[src/rtl/chrsel_pkg.sv]
package chrsel_pkg;

  // Which character bank set drives the bank outputs.
  typedef enum logic {
    SET_SPR = 1'b0,   // set A, the sprite set
    SET_BG  = 1'b1    // set B, the background set
  } bank_set_e;

endpackage

[src/rtl/chrsel_cpu_snoop.sv]
module chrsel_cpu_snoop
  import chrsel_pkg::*;
#(
  parameter int CPU_AW = 16,
  parameter int CPU_DW = 8,
  parameter logic [CPU_AW-1:0] CTRL_ADDR = 16'h2000,
  parameter logic [CPU_AW-1:0] MASK_ADDR = 16'h2001,
  parameter int TALL_BIT = 5,
  parameter int SHOW_LO_BIT = 3,
  parameter int SHOW_HI_BIT = 4,
  parameter logic [CPU_AW-1:0] SPR_BASE = 16'h5120,
  parameter int SPR_COUNT = 8,
  parameter logic [CPU_AW-1:0] BG_BASE = 16'h5128,
  parameter int BG_COUNT = 4
) (
  input  logic              clk,
  input  logic              rst_n,
  input  logic [CPU_AW-1:0] cpu_addr,
  input  logic [CPU_DW-1:0] cpu_data,
  input  logic              cpu_wr,
  output logic              tall_mode,
  output bank_set_e         last_set
);

  localparam logic [CPU_AW-1:0] SPR_END = SPR_BASE + CPU_AW'(SPR_COUNT);
  localparam logic [CPU_AW-1:0] BG_END  = BG_BASE + CPU_AW'(BG_COUNT);

  logic      tall_q, tall_d;
  logic      show_q, show_d;
  bank_set_e last_q, last_d;
  logic      spr_hit, bg_hit;

  assign spr_hit = (cpu_addr >= SPR_BASE) && (cpu_addr < SPR_END);
  assign bg_hit  = (cpu_addr >= BG_BASE) && (cpu_addr < BG_END);

  // Next state for one CPU write; the register process enables on cpu_wr.
  always_comb begin
    tall_d = tall_q;
    show_d = show_q;
    last_d = last_q;
    if (cpu_addr == CTRL_ADDR) begin
      tall_d = cpu_data[TALL_BIT];
      if (!cpu_data[TALL_BIT]) begin
        last_d = SET_SPR;
      end
    end
    if (cpu_addr == MASK_ADDR) begin
      show_d = cpu_data[SHOW_LO_BIT] | cpu_data[SHOW_HI_BIT];
    end
    if (spr_hit) begin
      last_d = SET_SPR;
    end
    if (bg_hit && tall_q) begin
      last_d = SET_BG;
    end
  end

  always_ff @(posedge clk or negedge rst_n) begin
    if (!rst_n) begin
      tall_q <= 1'b1;
      show_q <= 1'b1;
      last_q <= SET_SPR;
    end else if (cpu_wr) begin
      tall_q <= tall_d;
      show_q <= show_d;
      last_q <= last_d;
    end
  end

  assign tall_mode = tall_q & show_q;
  assign last_set  = last_q;

endmodule

[src/rtl/chrsel_line_track.sv]
module chrsel_line_track #(
  parameter int PPU_AW = 14,
  parameter int FETCH_MAX = 170,
  parameter int NT_RUN = 3,
  parameter int IDLE_LIMIT = 32,
  parameter logic [1:0] NT_TAG = 2'b10,
  localparam int CNT_W = $clog2(FETCH_MAX + 1),
  localparam int RUN_W = $clog2(NT_RUN + 1),
  localparam int IDLE_W = $clog2(IDLE_LIMIT + 1)
) (
  input  logic              clk,
  input  logic              rst_n,
  input  logic [PPU_AW-1:0] ppu_addr,
  input  logic              ppu_rd_n,
  output logic              rd_fall,
  output logic              idle_hit,
  output logic [CNT_W-1:0]  fetch_cnt,
  output logic              in_frame,
  output logic              first_line
);

  localparam logic [CNT_W-1:0]  CNT_MAX  = CNT_W'(FETCH_MAX);
  localparam logic [RUN_W-1:0]  RUN_MAX  = RUN_W'(NT_RUN);
  localparam logic [RUN_W-1:0]  RUN_LAST = RUN_W'(NT_RUN - 1);
  localparam logic [IDLE_W-1:0] IDLE_MAX = IDLE_W'(IDLE_LIMIT);
  localparam logic [IDLE_W-1:0] IDLE_PRE = IDLE_W'(IDLE_LIMIT - 1);

  logic              rd_prev_q;
  logic [RUN_W-1:0]  run_q, run_d;
  logic [CNT_W-1:0]  cnt_q, cnt_d;
  logic [IDLE_W-1:0] idle_q, idle_d;
  logic              frame_q, frame_d;
  logic              first_q, first_d;
  logic              nt_hit, line_start;

  assign rd_fall    = rd_prev_q & ~ppu_rd_n;
  assign nt_hit     = (ppu_addr[PPU_AW-1:PPU_AW-2] == NT_TAG);
  assign line_start = rd_fall & nt_hit & (run_q == RUN_LAST);
  assign idle_hit   = ~rd_fall & (idle_q == IDLE_PRE);

  always_comb begin
    // run of consecutive name-table fetches, saturating
    run_d = run_q;
    if (idle_hit) begin
      run_d = '0;
    end else if (rd_fall) begin
      if (!nt_hit) begin
        run_d = '0;
      end else if (run_q != RUN_MAX) begin
        run_d = run_q + RUN_W'(1);
      end
    end

    // fetch number within the scanline, saturating
    cnt_d = cnt_q;
    if (idle_hit) begin
      cnt_d = '0;
    end else if (line_start) begin
      cnt_d = CNT_W'(1);
    end else if (rd_fall && (cnt_q != CNT_MAX)) begin
      cnt_d = cnt_q + CNT_W'(1);
    end

    // cycles since the last fetch, saturating
    if (rd_fall) begin
      idle_d = '0;
    end else if (idle_q != IDLE_MAX) begin
      idle_d = idle_q + IDLE_W'(1);
    end else begin
      idle_d = idle_q;
    end

    frame_d = frame_q;
    first_d = first_q;
    if (line_start) begin
      frame_d = 1'b1;
      first_d = ~frame_q;
    end else if (idle_hit) begin
      frame_d = 1'b0;
      first_d = 1'b0;
    end
  end

  always_ff @(posedge clk or negedge rst_n) begin
    if (!rst_n) begin
      rd_prev_q <= 1'b1;
      run_q     <= '0;
      cnt_q     <= '0;
      idle_q    <= '0;
      frame_q   <= 1'b0;
      first_q   <= 1'b0;
    end else begin
      rd_prev_q <= ppu_rd_n;
      run_q     <= run_d;
      cnt_q     <= cnt_d;
      idle_q    <= idle_d;
      frame_q   <= frame_d;
      first_q   <= first_d;
    end
  end

  assign fetch_cnt  = cnt_q;
  assign in_frame   = frame_q;
  assign first_line = first_q;

endmodule

[src/rtl/chrsel_window.sv]
module chrsel_window
  import chrsel_pkg::*;
#(
  parameter int CNT_W = 8,
  parameter int WIN_LO = 130,
  parameter int WIN_HI = 161,
  parameter int LEAD_EN = 1,
  parameter int LEAD_LO = 2,
  parameter int LEAD_HI = 4
) (
  input  logic [CNT_W-1:0] fetch_cnt,
  input  logic             in_frame,
  input  logic             first_line,
  input  logic             tall_mode,
  input  bank_set_e        last_set,
  output bank_set_e        set_sel
);

  localparam logic [CNT_W-1:0] W_LO = CNT_W'(WIN_LO);
  localparam logic [CNT_W-1:0] W_HI = CNT_W'(WIN_HI);

  logic in_win, in_lead;

  assign in_win = (fetch_cnt >= W_LO) && (fetch_cnt <= W_HI);

  generate
    if (LEAD_EN != 0) begin : g_lead
      localparam logic [CNT_W-1:0] L_LO = CNT_W'(LEAD_LO);
      localparam logic [CNT_W-1:0] L_HI = CNT_W'(LEAD_HI);
      assign in_lead = first_line && (fetch_cnt >= L_LO) && (fetch_cnt <= L_HI);
    end else begin : g_no_lead
      assign in_lead = 1'b0;
    end
  endgenerate

  always_comb begin
    if (!tall_mode) begin
      set_sel = SET_SPR;
    end else if (!in_frame) begin
      set_sel = last_set;
    end else if (in_win || in_lead) begin
      set_sel = SET_SPR;
    end else begin
      set_sel = SET_BG;
    end
  end

endmodule

[src/rtl/chr_set_selector.sv]
module chr_set_selector
  import chrsel_pkg::*;
#(
  parameter int CPU_AW = 16,
  parameter int CPU_DW = 8,
  parameter int PPU_AW = 14,
  parameter int FETCH_MAX = 170,
  parameter int NT_RUN = 3,
  parameter int IDLE_LIMIT = 32,
  parameter int SYNC_STAGES = 2,
  localparam int CNT_W = $clog2(FETCH_MAX + 1)
) (
  input  logic              clk,
  input  logic              rst_n,
  input  logic [CPU_AW-1:0] cpu_addr,
  input  logic [CPU_DW-1:0] cpu_data,
  input  logic              cpu_wr,
  input  logic [PPU_AW-1:0] ppu_addr,
  input  logic              ppu_rd_n,
  output logic              bg_set_sel
);

  logic [SYNC_STAGES-1:0] rst_pipe;
  logic                   rst_sync_n;

  // asynchronous assertion, synchronous release
  always_ff @(posedge clk or negedge rst_n) begin
    if (!rst_n) begin
      rst_pipe <= '0;
    end else begin
      rst_pipe <= {rst_pipe[SYNC_STAGES-2:0], 1'b1};
    end
  end
  assign rst_sync_n = rst_pipe[SYNC_STAGES-1];

  logic             tall_mode;
  bank_set_e        last_set;
  logic             rd_fall, idle_hit;
  logic [CNT_W-1:0] fetch_cnt;
  logic             in_frame, first_line;
  bank_set_e        set_sel;

  chrsel_cpu_snoop #(
    .CPU_AW(CPU_AW),
    .CPU_DW(CPU_DW)
  ) u_snoop (
    .clk      (clk),
    .rst_n    (rst_sync_n),
    .cpu_addr (cpu_addr),
    .cpu_data (cpu_data),
    .cpu_wr   (cpu_wr),
    .tall_mode(tall_mode),
    .last_set (last_set)
  );

  chrsel_line_track #(
    .PPU_AW    (PPU_AW),
    .FETCH_MAX (FETCH_MAX),
    .NT_RUN    (NT_RUN),
    .IDLE_LIMIT(IDLE_LIMIT)
  ) u_track (
    .clk       (clk),
    .rst_n     (rst_sync_n),
    .ppu_addr  (ppu_addr),
    .ppu_rd_n  (ppu_rd_n),
    .rd_fall   (rd_fall),
    .idle_hit  (idle_hit),
    .fetch_cnt (fetch_cnt),
    .in_frame  (in_frame),
    .first_line(first_line)
  );

  chrsel_window #(
    .CNT_W(CNT_W)
  ) u_window (
    .fetch_cnt (fetch_cnt),
    .in_frame  (in_frame),
    .first_line(first_line),
    .tall_mode (tall_mode),
    .last_set  (last_set),
    .set_sel   (set_sel)
  );

  assign bg_set_sel = set_sel;

endmodule

[config.mk]
export PLATFORM = sky130hd
export DESIGN_NAME = chr_set_selector
export DESIGN_NICKNAME = d
export VERILOG_FILES = /design/src/rtl/chrsel_pkg.sv /design/src/rtl/chrsel_cpu_snoop.sv /design/src/rtl/chrsel_line_track.sv /design/src/rtl/chrsel_window.sv /design/src/rtl/chr_set_selector.sv
export SDC_FILE = /design/constraint.sdc
export NUM_CORES = 1
export LEC_CHECK = 0
export CORE_AREA = 2 2 56 58
export CTS_BUF_LIST = sky130_fd_sc_hd__clkbuf_4 sky130_fd_sc_hd__clkbuf_8
export DETAILED_ROUTE_END_ITERATION = 12
export DIE_AREA = 0 0 58 60
export GPL_TIMING_DRIVEN = 0
export HOLD_SLACK_MARGIN = 0.05
export PLACE_DENSITY_LB_ADDON = 0.2
export SLEW_MARGIN = 20
export SYNTH_ARGS = -nofsm -noshare
export SYNTH_HDL_FRONTEND = slang
export SYNTH_SLANG_ARGS = --single-unit
[constraint.sdc]
create_clock -name clk -period 4.6 [get_ports clk]
set_input_delay 1.38 -clock clk [delete_from_list [all_inputs] [get_ports clk]]
set_output_delay 1.38 -clock clk [all_outputs]
set_load 0.1 [all_outputs]
==> qor.csv <==
metric,value,unit
Placed Cells,198,
Yosys Warn Count,0,
register area,604.3,um2
Clock Sinks,24,
Inserted Clock Buffers,3,
Commonest cells post-synth,"dfrtp_1 (21), nor2_1 (17), nand2_1 (9)",
r2r endpoint,u_track.fetch_cnt[6]$_DFFE_PN0P_,
cts hold-fix bufs,0,
status,"complete, no violations",
first-pass GRT wire length,4767,um
GR Overflow Total,0,
Fin. Hold Viols,0,
family with the most delay on the worst path,buffers and inverters,
relative slew slack,34.10,%
port bufs,25,
die height,60,um
final instance area,1773,um2
crit-path max cell delay,1160,ps
nets@finish,220,
clock root cell,clkbuf_4,
site row count,20,
"Slew Viols, Final",0,
Initial DRC Count,40,
Hold Crit Depth,0,
Ant. Diodes,0,
Yosys reg bits,24,
RR Startpoint,u_track.idle_q[1]$_DFFE_PN0P_,
Crit. End Element,output port,
Util after Layout,61.08,%
TNS Setup,0,ps
Syn Area/Cell,10.21,um2
"Data required, critical path",3220,ps
WS Path Type,reg -> out,
CTS resizes,0,
crit-path cells,clkbuf_1 -> inv_1 -> ha_1 -> nor2_1 -> o21a_1 -> o221ai_1 -> a21oi_1 -> clkdlybuf4s50_1,
HPWL after DPL,2091,um
Synth area leader,dfrtp_1,
Startpoint Class,flop,
initial antenna violation count,0,
max_cap viols,0,
critical path peak fanout,8,
worst slew pin tran,985.4,ps
GR Util All Layers,17.74,%
leak pwr,0.7659,nW
Min-Delay Path Class,reg -> reg,
Post-Layout Cell Count,202,
worst reg2reg path depth,5,
Avg WL per Cell,13.06,um
crit path DAT,2930,ps
VDD IR max,348.6,uV
Placed Area,1720,um2
Skew-Pair Late Insertion Delay,310,ps
Antenna Nets Post-Route,0,
"wirelength, routed",2639,um
pin count of the biggest net entering global routing,23,
post-synth cell types,44,
Post-CTS Setup Bufs,0,
CTS tree,yes,
vias,1107,
stages on the worst setup path,8,
Synth Cell Area,1429,um2
syn nets,190,
CTS H-tree lvls,1,
layout cells sized above 1,10.06,%
WP buf/inv,3,
fin crit share,93.70,%
"EDFF count, synth",0,
CP max stage cell,clkdlybuf4s50_1,
# setup viols final,0,
"FFs w/ async S/R, synth",100.0,%
Final Skew,1.180,ps
most common cell in the netlist,dfrtp_1,
Mapped Cells,140,
PwrDens,370.5,nW/um2
Multi-input gate area,778.2,um2
Layout fillers,259,
vias per cell,5.480,
clock slew at reported path FFs,130,ps
Post-route DRC,0,
"top cells by area, synth","dfrtp_1 (37%), ha_1 (7.0%), dfstp_2 (5.5%), nor2_1 (4.5%), xor2_1 (4.3%)",
min setup slack post-route,289.7,ps
gp weighted congestion,0.9124,
origin of the worst min-delay path,rst_pipe[0]$_DFF_PN0_,
f_max,0.2320,GHz
starting density of the core,49.22,%
"Seq/Total Area, Yosys",42.29,%
Clock Tree Buf Depth,2,
total iterations of the first detailed-routing run,4,
post-place setup slack,650.3,ps
share of the synthesized area in the top cell type,36.78,%
die area,3480,um2
r2r setup slk,2980,ps
RSZ-0062 raised after global routing,no,
number of global-route vias before repair,1088,
Synth Flop Type,dfrtp_1,
clock period minus worst slack,4310,ps
WHS Endpoint,rst_pipe[1]$_DFF_PN0_,
# IOs,43,
Core Area,2903,um2
Layout area overhead,24.08,%
Die Width,58,um
-- worst max path at each step --
stage	start	endpoint	slack, ps
after floorplan	u_track.fetch_cnt[4]$_DFFE_PN0P_	bg_set_sel	540
after CTS	u_track.fetch_cnt[1]$_DFFE_PN0P_	bg_set_sel	270
after global routing	u_track.fetch_cnt[1]$_DFFE_PN0P_	bg_set_sel	130
after global placement	u_track.fetch_cnt[1]$_DFFE_PN0P_	bg_set_sel	670
after detailed placement	u_track.fetch_cnt[0]$_DFFE_PN0P_	bg_set_sel	650
final	u_track.fetch_cnt[1]$_DFFE_PN0P_	bg_set_sel	290
-- metrics by stage --
step           hold WS, ps  power (W)
6_report             369.3  0.0006568
5_1_grt              395.6  0.0007110
4_1_cts              375.4  0.0006657
3_5_place_dp         337.1  0.0005102
3_3_place_gp         340.0  0.0004992
2_1_floorplan        278.0  0.0004461
-- cell usage in the layout, fill, tap and decap left out, types with 2 or more instances in the layout --
cell type,count
a21oi_1,3
and3_1,2
clkbuf_1,2
clkbuf_4,3
clkdlybuf4s50_1,25
dfrtp_1,21
dfstp_2,3
ha_1,8
inv_1,6
mux2i_1,4
nand2_1,9
nand2b_1,3
nand3_1,4
nand4_1,7
nand4b_1,2
nor2_1,17
nor2b_1,3
nor3_1,4
nor4b_1,4
o21ai_1,2
xnor2_1,5
xor2_1,7
-- report_power, final --
group	total, W	switching (W)	internal [W]	leakage (nW)
clock	0.000152	0.0000638	0.0000881	0.0279
combinational	0.000197	0.0000948	0.000102	0.434
sequential	0.000308	0.0000550	0.000253	0.304
total	0.000657	0.000213	0.000443	0.766
-- layout make-up --
| type | instances | share of cell area (%) |
|---|---|---|
| Buffer | 4 | 1.341 |
| Clock buffer | 3 | 1.270 |
| Clock inverter | 1 | 1.694 |
| Inverter | 6 | 1.270 |
| Multi-Input combinational cell | 106 | 43.90 |
| Sequential cell | 24 | 34.09 |
| Tap cell | 33 | 2.329 |
| Timing Repair Buffer | 25 | 14.11 |
-- worst reg2reg max path, stage by stage (launching register included) --
cell	delay, ps
dfrtp_1	410
ha_1	200
nand3_1	120
or4b_1	550
nand2_2	180
nor2_1	80
-- state kept, by name, summed over array words and instances (netlist names) --
name / flops
u_track.in_frame: 1
u_track.idle_q: 6
u_track.first_line: 1
u_track.rd_prev_q: 1
u_snoop.last_set: 1
u_track.fetch_cnt: 8
u_snoop.show_q: 1
u_track.run_q: 2
rst_pipe: 2
u_snoop.tall_q: 1
-- cells by family (layout without fill, tap and decap cells) --
kind of cell               count (synthesis)  in the layout  share of synthesized area, %
and+or+nand+nor                           67             67                         29.07
xor gates and xnor gates                  12             12                         7.355
buffers and inverters                     10             39                         3.240
AOI/OAI and AO/OA                         13             13                         7.181
DFF                                       24             24                         42.29
muxes                                      5              5                         3.590
other                                      1              1                        0.2624
adders and majority gates                  8              8                         7.006
-- routing by layer --
layer	up-vias	routed length, um	track usage, %
met2	12	1337	29.22
met3	0	63	4.762
met1	536	1239	23.43
met4	0	0	3.987
met5	-	0	0
li1	559	-	-
(Power assumes the default switching activity.)
